===== config.mk =====
export PLATFORM = sky130hd
export DESIGN_NAME = pport_ctl_lines
export DESIGN_NICKNAME = d
export VERILOG_FILES = /design/src/rtl/pport_pkg.sv /design/src/rtl/pport_sync_edge.sv /design/src/rtl/pport_line_ctl.sv /design/src/rtl/pport_ctl_lines.sv
export SDC_FILE = /design/constraint.sdc
export NUM_CORES = 1
export LEC_CHECK = 0
export ABC_AREA = 1
export CAP_MARGIN = 10
export CORE_ASPECT_RATIO = 1.75
export CORE_MARGIN = 2
export CORE_UTILIZATION = 47
export CTS_BUF_LIST = sky130_fd_sc_hd__clkbuf_8 sky130_fd_sc_hd__clkbuf_16
export CTS_CLUSTER_SIZE = 20
export DETAILED_ROUTE_END_ITERATION = 7
export PLACE_DENSITY = 0.83
export SLEW_MARGIN = 10
export SYNTH_ARGS = -nofsm -noshare
export SYNTH_HDL_FRONTEND = slang
export SYNTH_SLANG_ARGS = --single-unit

===== constraint.sdc =====
create_clock -name clk -period 2.5 [get_ports clk]
set_input_delay 0.25 -clock clk [delete_from_list [all_inputs] [get_ports clk]]
set_output_delay 0.25 -clock clk [all_outputs]
set_load 0.05 [all_outputs]

===== src/rtl/pport_pkg.sv =====
package pport_pkg;
    localparam int ADDR_W = 4;
    localparam int DATA_W = 8;
    localparam int NPORT  = 2;
    localparam int FLD_W  = DATA_W / NPORT;
    localparam int NFLAG  = 2 * NPORT;
    localparam int SYNC_STAGES = 2;

    localparam logic [ADDR_W-1:0] OFF_DATA_B = 4'd0;
    localparam logic [ADDR_W-1:0] OFF_DATA_A = 4'd1;
    localparam logic [ADDR_W-1:0] OFF_CTRL   = 4'd12;
    localparam logic [ADDR_W-1:0] OFF_A_QUIET = 4'd15;

    typedef enum logic [1:0] {
        OM_HSHAKE = 2'b00,
        OM_PULSE  = 2'b01,
        OM_LOW    = 2'b10,
        OM_HIGH   = 2'b11
    } omode_e;

    typedef struct packed {
        logic       dir_out;
        logic [1:0] sel;
        logic       c1_rise;
    } fld_t;

    function automatic logic fld_indep(input fld_t f);
        return !f.dir_out && f.sel[0];
    endfunction

    function automatic logic fld_c2_rise(input fld_t f);
        return f.sel[1];
    endfunction

    function automatic logic [ADDR_W-1:0] data_off(input int p);
        return (p == 0) ? OFF_DATA_A : OFF_DATA_B;
    endfunction
endpackage


===== src/rtl/pport_sync_edge.sv =====
module pport_sync_edge #(
    parameter int STAGES = 2
) (
    input  logic clk,
    input  logic rst,
    input  logic din,
    input  logic rise_sel,
    input  logic en,
    output logic set_o
);
    logic [STAGES:0] sh;
    logic synced, prev;

    always_ff @(posedge clk) begin
        if (rst) sh <= '1;
        else     sh <= {sh[STAGES-1:0], din};
    end

    assign synced = sh[STAGES-1];
    assign prev   = sh[STAGES];
    assign set_o  = en && (rise_sel ? (synced && !prev) : (!synced && prev));

    // one edge yields a single-cycle pulse
    p_single_pulse_r3: assert property (@(posedge clk) disable iff (rst)
        set_o |=> (!set_o || (rise_sel != $past(rise_sel))));
endmodule


===== src/rtl/pport_line_ctl.sv =====
module pport_line_ctl
    import pport_pkg::*;
(
    input  logic       clk,
    input  logic       rst,
    input  logic       dir_out,
    input  logic [1:0] sel,
    input  logic       acc,
    input  logic       c1_set,
    input  logic [1:0] ack,
    output logic       out,
    output logic       oe,
    output logic [1:0] clr_req
);
    omode_e mode;
    logic   hs_q, pls_q, indep, hsm, is_pulse;

    assign mode     = omode_e'(sel);
    assign indep    = !dir_out && sel[0];
    assign hsm      = dir_out && (mode == OM_HSHAKE);
    assign is_pulse = dir_out && (mode == OM_PULSE);

    always_ff @(posedge clk) begin
        if (rst) begin
            hs_q  <= 1'b1;
            pls_q <= 1'b0;
        end else begin
            if (!hsm)        hs_q <= 1'b1;
            else if (acc)    hs_q <= 1'b0;
            else if (c1_set) hs_q <= 1'b1;
            pls_q <= acc && is_pulse;
        end
    end

    always_ff @(posedge clk) begin
        if (rst) begin
            clr_req <= '0;
        end else begin
            clr_req[0] <= (clr_req[0] && !ack[0]) || acc;
            clr_req[1] <= (clr_req[1] && !ack[1]) || (acc && !indep);
        end
    end

    always_comb begin
        if (!dir_out) begin
            out = 1'b1;
        end else begin
            case (mode)
                OM_HSHAKE: out = hs_q;
                OM_PULSE:  out = !pls_q;
                OM_LOW:    out = 1'b0;
                default:   out = 1'b1;
            endcase
        end
    end
    assign oe = dir_out;

    p_idle_high_r1: assert property (@(posedge clk) disable iff (rst)
        !oe |-> out);
    p_pulse_short_r11: assert property (@(posedge clk) disable iff (rst)
        (is_pulse && !acc) |=> (out || !is_pulse));
    p_hs_low_r10: assert property (@(posedge clk) disable iff (rst)
        (hsm && acc) |=> (!out || !hsm));
    p_indep_keep_r6: assert property (@(posedge clk) disable iff (rst)
        (acc && indep && !clr_req[1]) |=> !clr_req[1]);
    p_hold_a_r7: assert property (@(posedge clk) disable iff (rst)
        (clr_req[0] && !ack[0]) |=> clr_req[0]);
    p_hold_b_r7: assert property (@(posedge clk) disable iff (rst)
        (clr_req[1] && !ack[1]) |=> clr_req[1]);
endmodule


===== src/rtl/pport_ctl_lines.sv =====
module pport_ctl_lines
    import pport_pkg::*;
(
    input  logic              clk,
    input  logic              rst,
    input  logic [ADDR_W-1:0] bus_addr,
    input  logic              bus_rd,
    input  logic              bus_wr,
    input  logic [DATA_W-1:0] bus_wdata,
    output logic [DATA_W-1:0] bus_rdata,
    input  logic [NPORT-1:0]  ctl1_in,
    input  logic [NPORT-1:0]  ctl2_in,
    output logic [NPORT-1:0]  ctl2_out,
    output logic [NPORT-1:0]  ctl2_oe,
    output logic [NFLAG-1:0]  flag_set,
    output logic [NFLAG-1:0]  clr_req,
    input  logic [NFLAG-1:0]  clr_ack
);
    logic [DATA_W-1:0] ctrl_q;
    logic              strobe;

    assign strobe = bus_rd || bus_wr;

    always_ff @(posedge clk) begin
        if (rst)                                ctrl_q <= '0;
        else if (bus_wr && bus_addr == OFF_CTRL) ctrl_q <= bus_wdata;
    end

    assign bus_rdata = (bus_rd && bus_addr == OFF_CTRL) ? ctrl_q : '0;

    for (genvar p = 0; p < NPORT; p++) begin : g_port
        fld_t f;
        logic acc;
        assign f   = fld_t'(ctrl_q[p*FLD_W +: FLD_W]);
        assign acc = strobe && (bus_addr == data_off(p));

        pport_sync_edge #(.STAGES(SYNC_STAGES)) u_c1 (
            .clk(clk), .rst(rst), .din(ctl1_in[p]),
            .rise_sel(f.c1_rise), .en(1'b1), .set_o(flag_set[2*p]));

        pport_sync_edge #(.STAGES(SYNC_STAGES)) u_c2 (
            .clk(clk), .rst(rst), .din(ctl2_in[p]),
            .rise_sel(fld_c2_rise(f)), .en(!f.dir_out), .set_o(flag_set[2*p+1]));

        pport_line_ctl u_line (
            .clk(clk), .rst(rst), .dir_out(f.dir_out), .sel(f.sel),
            .acc(acc), .c1_set(flag_set[2*p]), .ack(clr_ack[2*p +: 2]),
            .out(ctl2_out[p]), .oe(ctl2_oe[p]), .clr_req(clr_req[2*p +: 2]));
    end

    p_ctrl_load_r2: assert property (@(posedge clk) disable iff (rst)
        (bus_wr && bus_addr == OFF_CTRL) |=> (ctrl_q == $past(bus_wdata)));
    p_quiet_noclr_r8: assert property (@(posedge clk) disable iff (rst)
        (strobe && bus_addr == OFF_A_QUIET && clr_req == '0) |=> (clr_req == '0));
    p_out_dir_r4: assert property (@(posedge clk) disable iff (rst)
        (ctl2_oe[0] && $stable(ctl2_oe[0])) |-> !flag_set[1]);
endmodule


Word level (Yosys, flattened, before mapping)
Cells that the tools add are included.

Register bits after elaboration: 28. Output and inout bits: 20. Logic and storage cells: 90. Bits of input ports: 24.

Equality and inequality tests: 6. Bitwise operators: 2. Reductions and logical operators: 58. Mux-type cells: 13.

Operator list (count): 1-bit logical AND (28); 1-bit logical NOT (18); 1-bit two-way mux (10); 8-bit two-way mux (1); 1-bit case mux with 3 select lines (2); 1-bit logical OR (5); 2-bit by 1-bit equality test with 1-bit output (second input constant) (2); 2-bit equality test (second input constant) (2); 4-bit by 1-bit equality test with 1-bit output (second input constant) (1); 4-bit equality test (second input constant) (1); 2-bit logical NOT (2); 4-bit logical NOT (1); 2-bit nonzero test (2); 2-bit OR reduction (2); 1-bit inverter (2).

Logic depth before layout (Yosys ltp)
Gate-level depths: netlist of the first run.

Depth in word-level cells: 5. Gate-level depth with buffers: 7. Gate-level depth less buffers: 6.

Cells and area by module
Synthesis of the first run repeated with hierarchy kept, for this count alone.

Cells, all modules: 194. Area total of the unflattened synthesis: 1311.3 um^2.

Modules (own cells, without submodules): pport_ctl_lines (cells each 86, sequential area each 160.2 um^2, area an instance 518.0 um^2, times used 1); pport_sync_edge (cells each 14, sequential area each 60.1 um^2, area an instance 108.9 um^2, times used 4); pport_line_ctl (cells each 26, sequential area each 80.1 um^2, area an instance 178.9 um^2, times used 2).

Least setup slack after synthesis of the first run
OpenSTA, ideal clock, no wires.

Kind: input to output. Start point: in bus_addr[1]. End point: out bus_rdata[0]. Path buffers: 0. Cell stages on the path: 3. Arrival time: 1288 ps. Slack: 962 ps. Cells stage by stage: nor2_4 nand3_1 nor2_1.

Word-level cells in the longest chain between the ends: 3.

RTL lines: start, declared (RTL line pport_ctl_lines.sv:6) `input logic [ADDR_W-1:0] bus_addr,`; 4-bit equality test (RTL line pport_ctl_lines.sv:29) `assign bus_rdata = (bus_rd && bus_addr == OFF_CTRL) ? ctrl_q : '0;`; 1-bit logical AND (RTL line pport_ctl_lines.sv:29); 8-bit two-way mux (RTL line pport_ctl_lines.sv:29); end, declared (RTL line pport_ctl_lines.sv:10) `output logic [DATA_W-1:0] bus_rdata,`.

No other way between the ends.

Final worst setup path of the first run
Start point: reg ctrl_q[1]. End point: out ctl2_out[0].

Word-level cells in the longest chain between the ends: 3.

RTL lines: start, declared (RTL line pport_ctl_lines.sv:19) `logic [DATA_W-1:0] ctrl_q;`; start signal, assigned (RTL line pport_ctl_lines.sv:26) `else if (bus_wr && bus_addr == OFF_CTRL) ctrl_q <= bus_wdata;`; 2-bit equality test (tied with other cells) (RTL line pport_line_ctl.sv:48) `case (mode)`; 1-bit case mux with 3 select lines * (RTL line pport_line_ctl.sv:48); 1-bit two-way mux * (RTL line pport_line_ctl.sv:45) `if (!dir_out) begin`; end, declared (RTL line pport_ctl_lines.sv:13) `output logic [NPORT-1:0] ctl2_out,`.

Mark *: on every way between the ends. The rest lies on a longest branch, timed or not.

==> key figures, run 1 <==
Power and ir drop
  • Power per Cell Area: between 400 and 500 nW/um^2
  • Peak VDD IR: slightly above 0.4 mV
  • Power Total: 812 uW
  • Sequential cell fraction of total power: 0.571
  • Net Sw Frac: 0.236
  • Pint: 621 uW
  • Sw Pwr: 191 uW
  • P_leak: 0.801 nW
  • Gate power share: 0.135
  • Clock share of power: 0.294

GRT
  • Vias in the first global route: around 1100
  • First-pass GRT wire length: ~4.4 mm
  • Initial antenna violation count: 0
  • Total gr overflow: 0
  • Largest net degree at the start of global routing: 17
  • All-Layer GR Usage: 0.188

Synthesis
  • Seq/Total Area, Yosys: 0.458
  • Post-Syn Area: 1220 sq um
  • Seq cells post-synth: 28
  • Post-synth net total: 197
  • Total of warnings raised by yosys: 0
  • Distinct cells, synth: 16
  • Syn avg cell area: approximately 7.1 sq um
  • Syn Inst Count: 173

Floorplan
  • # rows: 24
  • Chip width: 42.6 um
  • Ports: 44
  • Overall die height: between 70 and 80 um
  • Die area: 3050 sq um
  • Starting utilization of the core area: 0.491
  • Core area: 2490 sq um

Setup path
  • Critical Path Fanout Max: 5
  • Critical Path End Type: output port
  • Arrival @ worst endpoint: 1.88 ns
  • Startpoint types: flop
  • Critical path required time: about 2.3 ns
  • Reg2Reg Depth: 4
  • Crit path kind: flop to output port
  • Reg2Reg Setup Slack: 1.56 ns
  • Worst R2R Start: ctrl_q[1]
  • Reg2Reg Capture Point: g_port[0].u_line.hs_q

Detailed routing
  • TritonRoute pass-1 iters: 5
  • Routed len/inst: 11.6 um
  • Final antenna-violating net count: 0
  • Via-per-instance ratio: 4.94
  • DRC viols: 0
  • Overall routed net length: between 2 and 3 mm
  • Initial DRC count: 35
  • Via Count: 1160

Timing
  • Clock period minus worst slack: 2.13 ns
  • WHS: 0.421 ns
  • Worst slew margin relative to its limit: 0.663
  • Skew final: 0.00200 ns
  • F_max: roughly 0.47 GHz
  • Post-route setup slack: 0.370 ns
  • Setup violators final: 0
  • Period utilization: 0.852
  • RSZ-0062 raised after global routing: false
  • Final setup TNS: 0 ns
  • Final Hold Viols: 0
  • Worst-Margin Slew: 0.503 ns
  • Final Max Slew Viols: 0

Run status
  • Status: completed

Final layout
  • N_diodes: 0
  • # nets final: 235
  • Design area: 1730 sq um
  • Area grow syn2layout: 41.6%
  • Layout cell share with drive strength beyond 1: 0.115

CTS
  • CTS tree: yes
  • Reg clk slew, reported paths: 0.09 ns
  • Clock tree root driver cell: clkbuf_8
  • Worst-Skew Late Latency: 0.27 ns
  • Post-CTS setup buffers: 0
  • Post-CTS sizing: 0
  • Clk buf depth: 2
  • Clk sink count: 28
  • Hold Buf Count CTS: 0
  • H-tree depth: 1
  • Total CTS buffers: 3

Min path
  • Hold depth: 1
  • Hold/Removal Path Class: flop to flop
  • Hold Path Sink: g_port[1].u_c2.sh[1]
  • HP Start: g_port[1].u_c2.sh[0]

Placed design
  • Port Buffers: 43
  • GPL Wtd Cong: a little over 0.8
  • HPWL Detailed: 2.11 mm
  • Placement Setup Slack: 0.589 ns
  • DP Area: 1690 sq um

Run
  • Max Cap Viol: 0
## power groups by stage
stage               Sequential (mW)  Combinational [mW]  Clock, mW
CTS                           0.463               0.110      0.240
global route                  0.465               0.118      0.258
global placement              0.473               0.106          0
finish                        0.463               0.110      0.238
floorplan                     0.477              0.0546          0
detailed placement            0.474               0.110          0
## placed cells by master, fill, tap and decap left out, drive strengths merged
| cell type | instances |
|---|---|
| dfxtp | 28 |
| clkbuf | 3 |
| o31ai | 1 |
| o21ai | 1 |
| nor2 | 33 |
| clkdlybuf4s50 | 35 |
| a21oi | 8 |
| buf | 9 |
| nand2 | 44 |
| or2 | 8 |
| inv | 24 |
| nor3 | 4 |
| nand3 | 11 |
## worst max-delay path: stages (launching register included)
cell             delay [ns]
dfxtp_1                0.36
nor2_1                 0.17
inv_1                  0.09
o21ai_0                0.16
clkdlybuf4s50_1        0.83
## routing by layer
layer / global-route usage / vias up / routed length, um
li1: - / 586 / -
met1: 0.176 / 520 / 998
met2: 0.373 / 48 / 1500
met3: 0.0403 / 6 / 160
met4: 0.0764 / 0 / 58
met5: 0 / - / 0
## final cells by class
class / instances / area [sq um]
timing repair buffer: 44 / 518
clock buffer: 3 / 41.3
inverter: 24 / 90.1
multi-input combinational: 110 / 492
tap: 26 / 32.5
fill: 216 / 758
sequential: 28 / 561
## worst max path at each step
stage                start      endpoint  cells past startpoint
2_1_floorplan  bus_addr[1]  bus_rdata[0]                      3
3_3_place_gp   bus_addr[1]  bus_rdata[7]                      5
3_5_place_dp   bus_addr[1]  bus_rdata[7]                      5
4_1_cts          ctrl_q[1]   ctl2_out[0]                      4
5_1_grt          ctrl_q[6]   flag_set[3]                      5
6_report         ctrl_q[1]   ctl2_out[0]                      4
## synthesized netlist by cell type
cell,n,share of area
a21oi_1,8,0.033
o31ai_1,1,0.0061
nand3_4,1,0.014
or2_2,8,0.041
nand2_2,2,0.010
nand2_1,42,0.13
nor2_1,32,0.098
clkbuf_1,1,0.0031
o21ai_0,1,0.0041
nor3_1,4,0.016
buf_4,9,0.055
nor2_4,1,0.0092
buf_6,1,0.0092
inv_1,24,0.074
nand3_1,10,0.041
dfxtp_1,28,0.46
## registers in the layout, summed over array words and instances, names as in the netlist
name                   count
g_port.u_line.pls_q        2
g_port.u_c1.sh             6
g_port.u_line.hs_q         2
g_port.u_line.clr_req      4
g_port.u_c2.sh             6
ctrl_q                     8
## metrics by stage
step                utilization  std cells
global placement          0.679        232
finish                    0.696        235
CTS                       0.696        235
detailed placement        0.679        232
floorplan                     -        173
global route              0.696        235
## cell families after synthesis
group	count (synthesis)	share of synthesized area
AOI/OAI and AO/OA	10	0.0429
buffers and inverters	35	0.141
DFF	28	0.458
and+or+nand+nor	100	0.359
Note: power is estimated with default switching activity, not from simulation.
==> run 2: changes to the inputs <==
--- a/config.mk
+++ b/config.mk
@@ -9,11 +9,11 @@
 export CAP_MARGIN = 10
 export CORE_ASPECT_RATIO = 1.75
 export CORE_MARGIN = 2
-export CORE_UTILIZATION = 47
+export CORE_UTILIZATION = 43
 export CTS_BUF_LIST = sky130_fd_sc_hd__clkbuf_8 sky130_fd_sc_hd__clkbuf_16
 export CTS_CLUSTER_SIZE = 20
 export DETAILED_ROUTE_END_ITERATION = 7
-export PLACE_DENSITY = 0.83
+export PLACE_DENSITY = 0.77
 export SLEW_MARGIN = 10
 export SYNTH_ARGS = -nofsm -noshare
 export SYNTH_HDL_FRONTEND = slang
==> constraint.sdc (replaced) <==
create_clock -name clk -period 2.15 [get_ports clk]
set_input_delay 0.215 -clock clk [delete_from_list [all_inputs] [get_ports clk]]
set_output_delay 0.215 -clock clk [all_outputs]
set_load 0.05 [all_outputs]
==> key figures, run 2 (synthesized netlist as in run 1, its figures left out) <==
Timing
  • Clock period minus worst slack: 2.06 ns
  • Period utilization: 0.958
  • WHS: 0.415 ns (was 0.421 ns)
  • RSZ-0062 raised after global routing: false (unchanged)
  • Final Hold Viols: 0 (unchanged)
  • Worst slew margin relative to its limit: 0.663 (about the same)
  • Worst-Margin Slew: 0.504 ns (was 0.503 ns)
  • Final Max Slew Viols: 0 (unchanged)
  • Setup violators final: 0 (unchanged)
  • Final setup TNS: 0 ns (unchanged)
  • F_max: 0.485 GHz
  • Post-route setup slack: 0.0899 ns (was 0.370 ns)
  • Skew final: 0.00140 ns (was 0.00200 ns)

Power and ir drop
  • Clock share of power: 0.320 (was 0.294)
  • Peak VDD IR: 0.488 mV (was 0.404 mV)
  • P_leak: 0.825 nW (was 0.801 nW)
  • Sequential cell fraction of total power: 0.551 (was 0.571)
  • Net Sw Frac: 0.224 (was 0.236)
  • Pint: 759 uW (was 621 uW)
  • Sw Pwr: 219 uW (was 191 uW)
  • Power per Cell Area: 558 nW/um^2 (was 468 nW/um^2)
  • Power Total: 978 uW (was 812 uW)
  • Gate power share: 0.129 (was 0.135)

Setup path
  • CP max-delay cell: clkdlybuf4s50_1 (unchanged)
  • Reg2Reg Setup Slack: 1.25 ns (was 1.56 ns)
  • Crit path kind: flop to output port (unchanged)
  • Arrival @ worst endpoint: 1.85 ns (was 1.88 ns)
  • Slowest stage delay, CP: 0.82 ns (was 0.83 ns)
  • Startpoint types: flop (unchanged)
  • Critical Path End Type: output port (unchanged)
  • Critical path required time: 1.93 ns (was 2.25 ns)
  • Reg2Reg Depth: 3 (was 4)
  • Critical Path Fanout Max: 5 (unchanged)
  • CP cell instances: inv_1 -> nand3_1 -> a21oi_1 -> clkdlybuf4s50_1 (was nor2_1 -> inv_1 -> o21ai_0 -> clkdlybuf4s50_1)

CTS
  • Reg clk slew, reported paths: 0.09 ns (about the same)
  • Post-CTS sizing: 0 (unchanged)
  • Worst-Skew Late Latency: 0.26 ns (was 0.27 ns)
  • Post-CTS setup buffers: 0 (unchanged)
  • Clock tree root driver cell: clkbuf_8 (unchanged)
  • CTS tree: yes (unchanged)
  • Clk sink count: 28 (unchanged)
  • H-tree depth: 1 (unchanged)
  • Clk buf depth: 2 (unchanged)
  • Total CTS buffers: 3 (unchanged)
  • Hold Buf Count CTS: 0 (unchanged)

Final layout
  • N_diodes: 0 (unchanged)
  • Layout cell share with drive strength beyond 1: 0.119 (was 0.115)
  • Post-layout util: 0.644 (was 0.696)
  • # nets final: 235 (unchanged)
  • Biggest register: ctrl_q (unchanged)
  • Commonest non-fill, non-tap cell in the layout: nand2_1 (unchanged)
  • Most frequent cells in the layout: nand2_1 (42), clkdlybuf4s50_1 (34), nor2_1 (32), dfxtp_1 (28), inv_1 (24) (was nand2_1 (42), clkdlybuf4s50_1 (35), nor2_1 (32), dfxtp_1 (28), inv_1 (24))
  • Design area: 1750 sq um (was 1730 sq um)
  • Post-route insts no fill: 237 (was 235)
  • Max reg flops: 8 (unchanged)
  • Regs by FF count: ctrl_q: 8 flops, g_port.u_c1.sh: 6 flops, g_port.u_c2.sh: 6 flops (unchanged)
  • FILL cells: 236 (was 216)
  • Area grow syn2layout: 43.0% (was 41.6%)
  • Multi-input logic area: 492 sq um (unchanged)
  • Register area: 561 sq um (unchanged)

Min path
  • Hold/Removal Path Class: flop to flop (unchanged)
  • Hold depth: 1 (unchanged)

Run
  • Max Cap Viol: 0 (unchanged)

Detailed routing
  • Top layer used by detailed routing: met4 (unchanged)
  • Routed len/inst: 10.9 um (was 11.6 um)
  • Via-per-instance ratio: 4.80 (was 4.94)
  • Initial DRC count: 33 (was 35)
  • WL met3: 130 um (was 160 um)
  • Final antenna-violating net count: 0 (unchanged)
  • DR WL met2: 1.42 mm (was 1.50 mm)
  • Overall routed net length: 2.59 mm (was 2.72 mm)
  • Via Count: 1138 (was 1160)
  • Wl on met1: 973 um (was 998 um)
  • TritonRoute pass-1 iters: 4 (was 5)
  • DRC viols: 0 (unchanged)

GRT
  • Vias in the first global route: 1064 (was 1107)
  • First-pass GRT wire length: 4.27 mm (was 4.38 mm)
  • Largest net degree at the start of global routing: 17 (unchanged)
  • All-Layer GR Usage: 0.173 (was 0.188)
  • Initial antenna violation count: 0 (unchanged)
  • Total gr overflow: 0 (unchanged)

Placed design
  • Inst Count DP: 233 (was 232)
  • GPL Wtd Cong: 0.843 (was 0.805)
  • DP Area: 1690 sq um (about the same)
  • HPWL Detailed: 2.07 mm (was 2.11 mm)
  • Placement Setup Slack: 0.286 ns (was 0.589 ns)
  • Port Buffers: 43 (unchanged)

Floorplan
  • Starting utilization of the core area: 0.450 (was 0.491)
  • Ports: 44 (unchanged)
  • Chip width: 44.3 um (was 42.6 um)
  • Core area: 2720 sq um (was 2490 sq um)
  • # rows: 25 (was 24)
  • Die area: 3310 sq um (was 3050 sq um)
  • Overall die height: 74.6 um (was 71.5 um)

Run status
  • Status: completed (unchanged)
run 2: cell types whose count changed in the layout (fill, tap and decap cells not counted), sizes merged:
cell / before / now
clkbuf: 3 / 4
clkdlybuf4s50: 35 / 34
dlymetal6s2s: 0 / 1
run 2: area by class of cell:
cell class / instances / area share
clock buffers: 4 / 0.0314
well taps: 27 / 0.0193
flip-flops and latches: 28 / 0.320
multi-input cells: 110 / 0.281
repair buffers: 44 / 0.297
inverters: 24 / 0.0514
run 2: power groups by stage:
| stage | clock network [mW] | logic (mW) | registers, mW |
|---|---|---|---|
| after detailed placement | 0 | 0.127 | 0.551 |
| final | 0.313 | 0.126 | 0.539 |
| after CTS | 0.319 | 0.128 | 0.538 |
| after floorplan | 0 | 0.0635 | 0.554 |
| after global placement | 0 | 0.125 | 0.550 |
| after global routing | 0.338 | 0.138 | 0.540 |
run 2: worst max-delay path: cells and delay by family, from the launching register on:
kind / cells / cell delay [ns]
buffers and inverters: 2 / 0.96
AND/OR/NAND/NOR: 1 / 0.10
flip-flops: 1 / 0.34
AO/OA/AOI/OAI: 1 / 0.18
run 2: layer usage:
layer  GRT usage  up-vias
met5           0        -
met4      0.0808        0
met3      0.0340        8
met2       0.319       33
met1       0.182      512
li1            -      585
run 2: path summary, 6_finish.rpt:
kind | start | to
setup / recovery | ctrl_q[2] | flag_set[1]
hold / removal | g_port[1].u_c1.sh[0] | g_port[1].u_c1.sh[1]
setup reg to reg | ctrl_q[3] | g_port[0].u_line.hs_q
hold reg to reg | g_port[1].u_c1.sh[0] | g_port[1].u_c1.sh[1]
==> run 3: changes to the inputs <==
--- a/config.mk
+++ b/config.mk
@@ -10,7 +10,6 @@
 export CORE_ASPECT_RATIO = 1.75
 export CORE_MARGIN = 2
 export CORE_UTILIZATION = 43
-export CTS_BUF_LIST = sky130_fd_sc_hd__clkbuf_8 sky130_fd_sc_hd__clkbuf_16
 export CTS_CLUSTER_SIZE = 20
 export DETAILED_ROUTE_END_ITERATION = 7
 export PLACE_DENSITY = 0.77
==> results of run 3 <==
Final layout, timing and power as in run 2 (identical DEF).
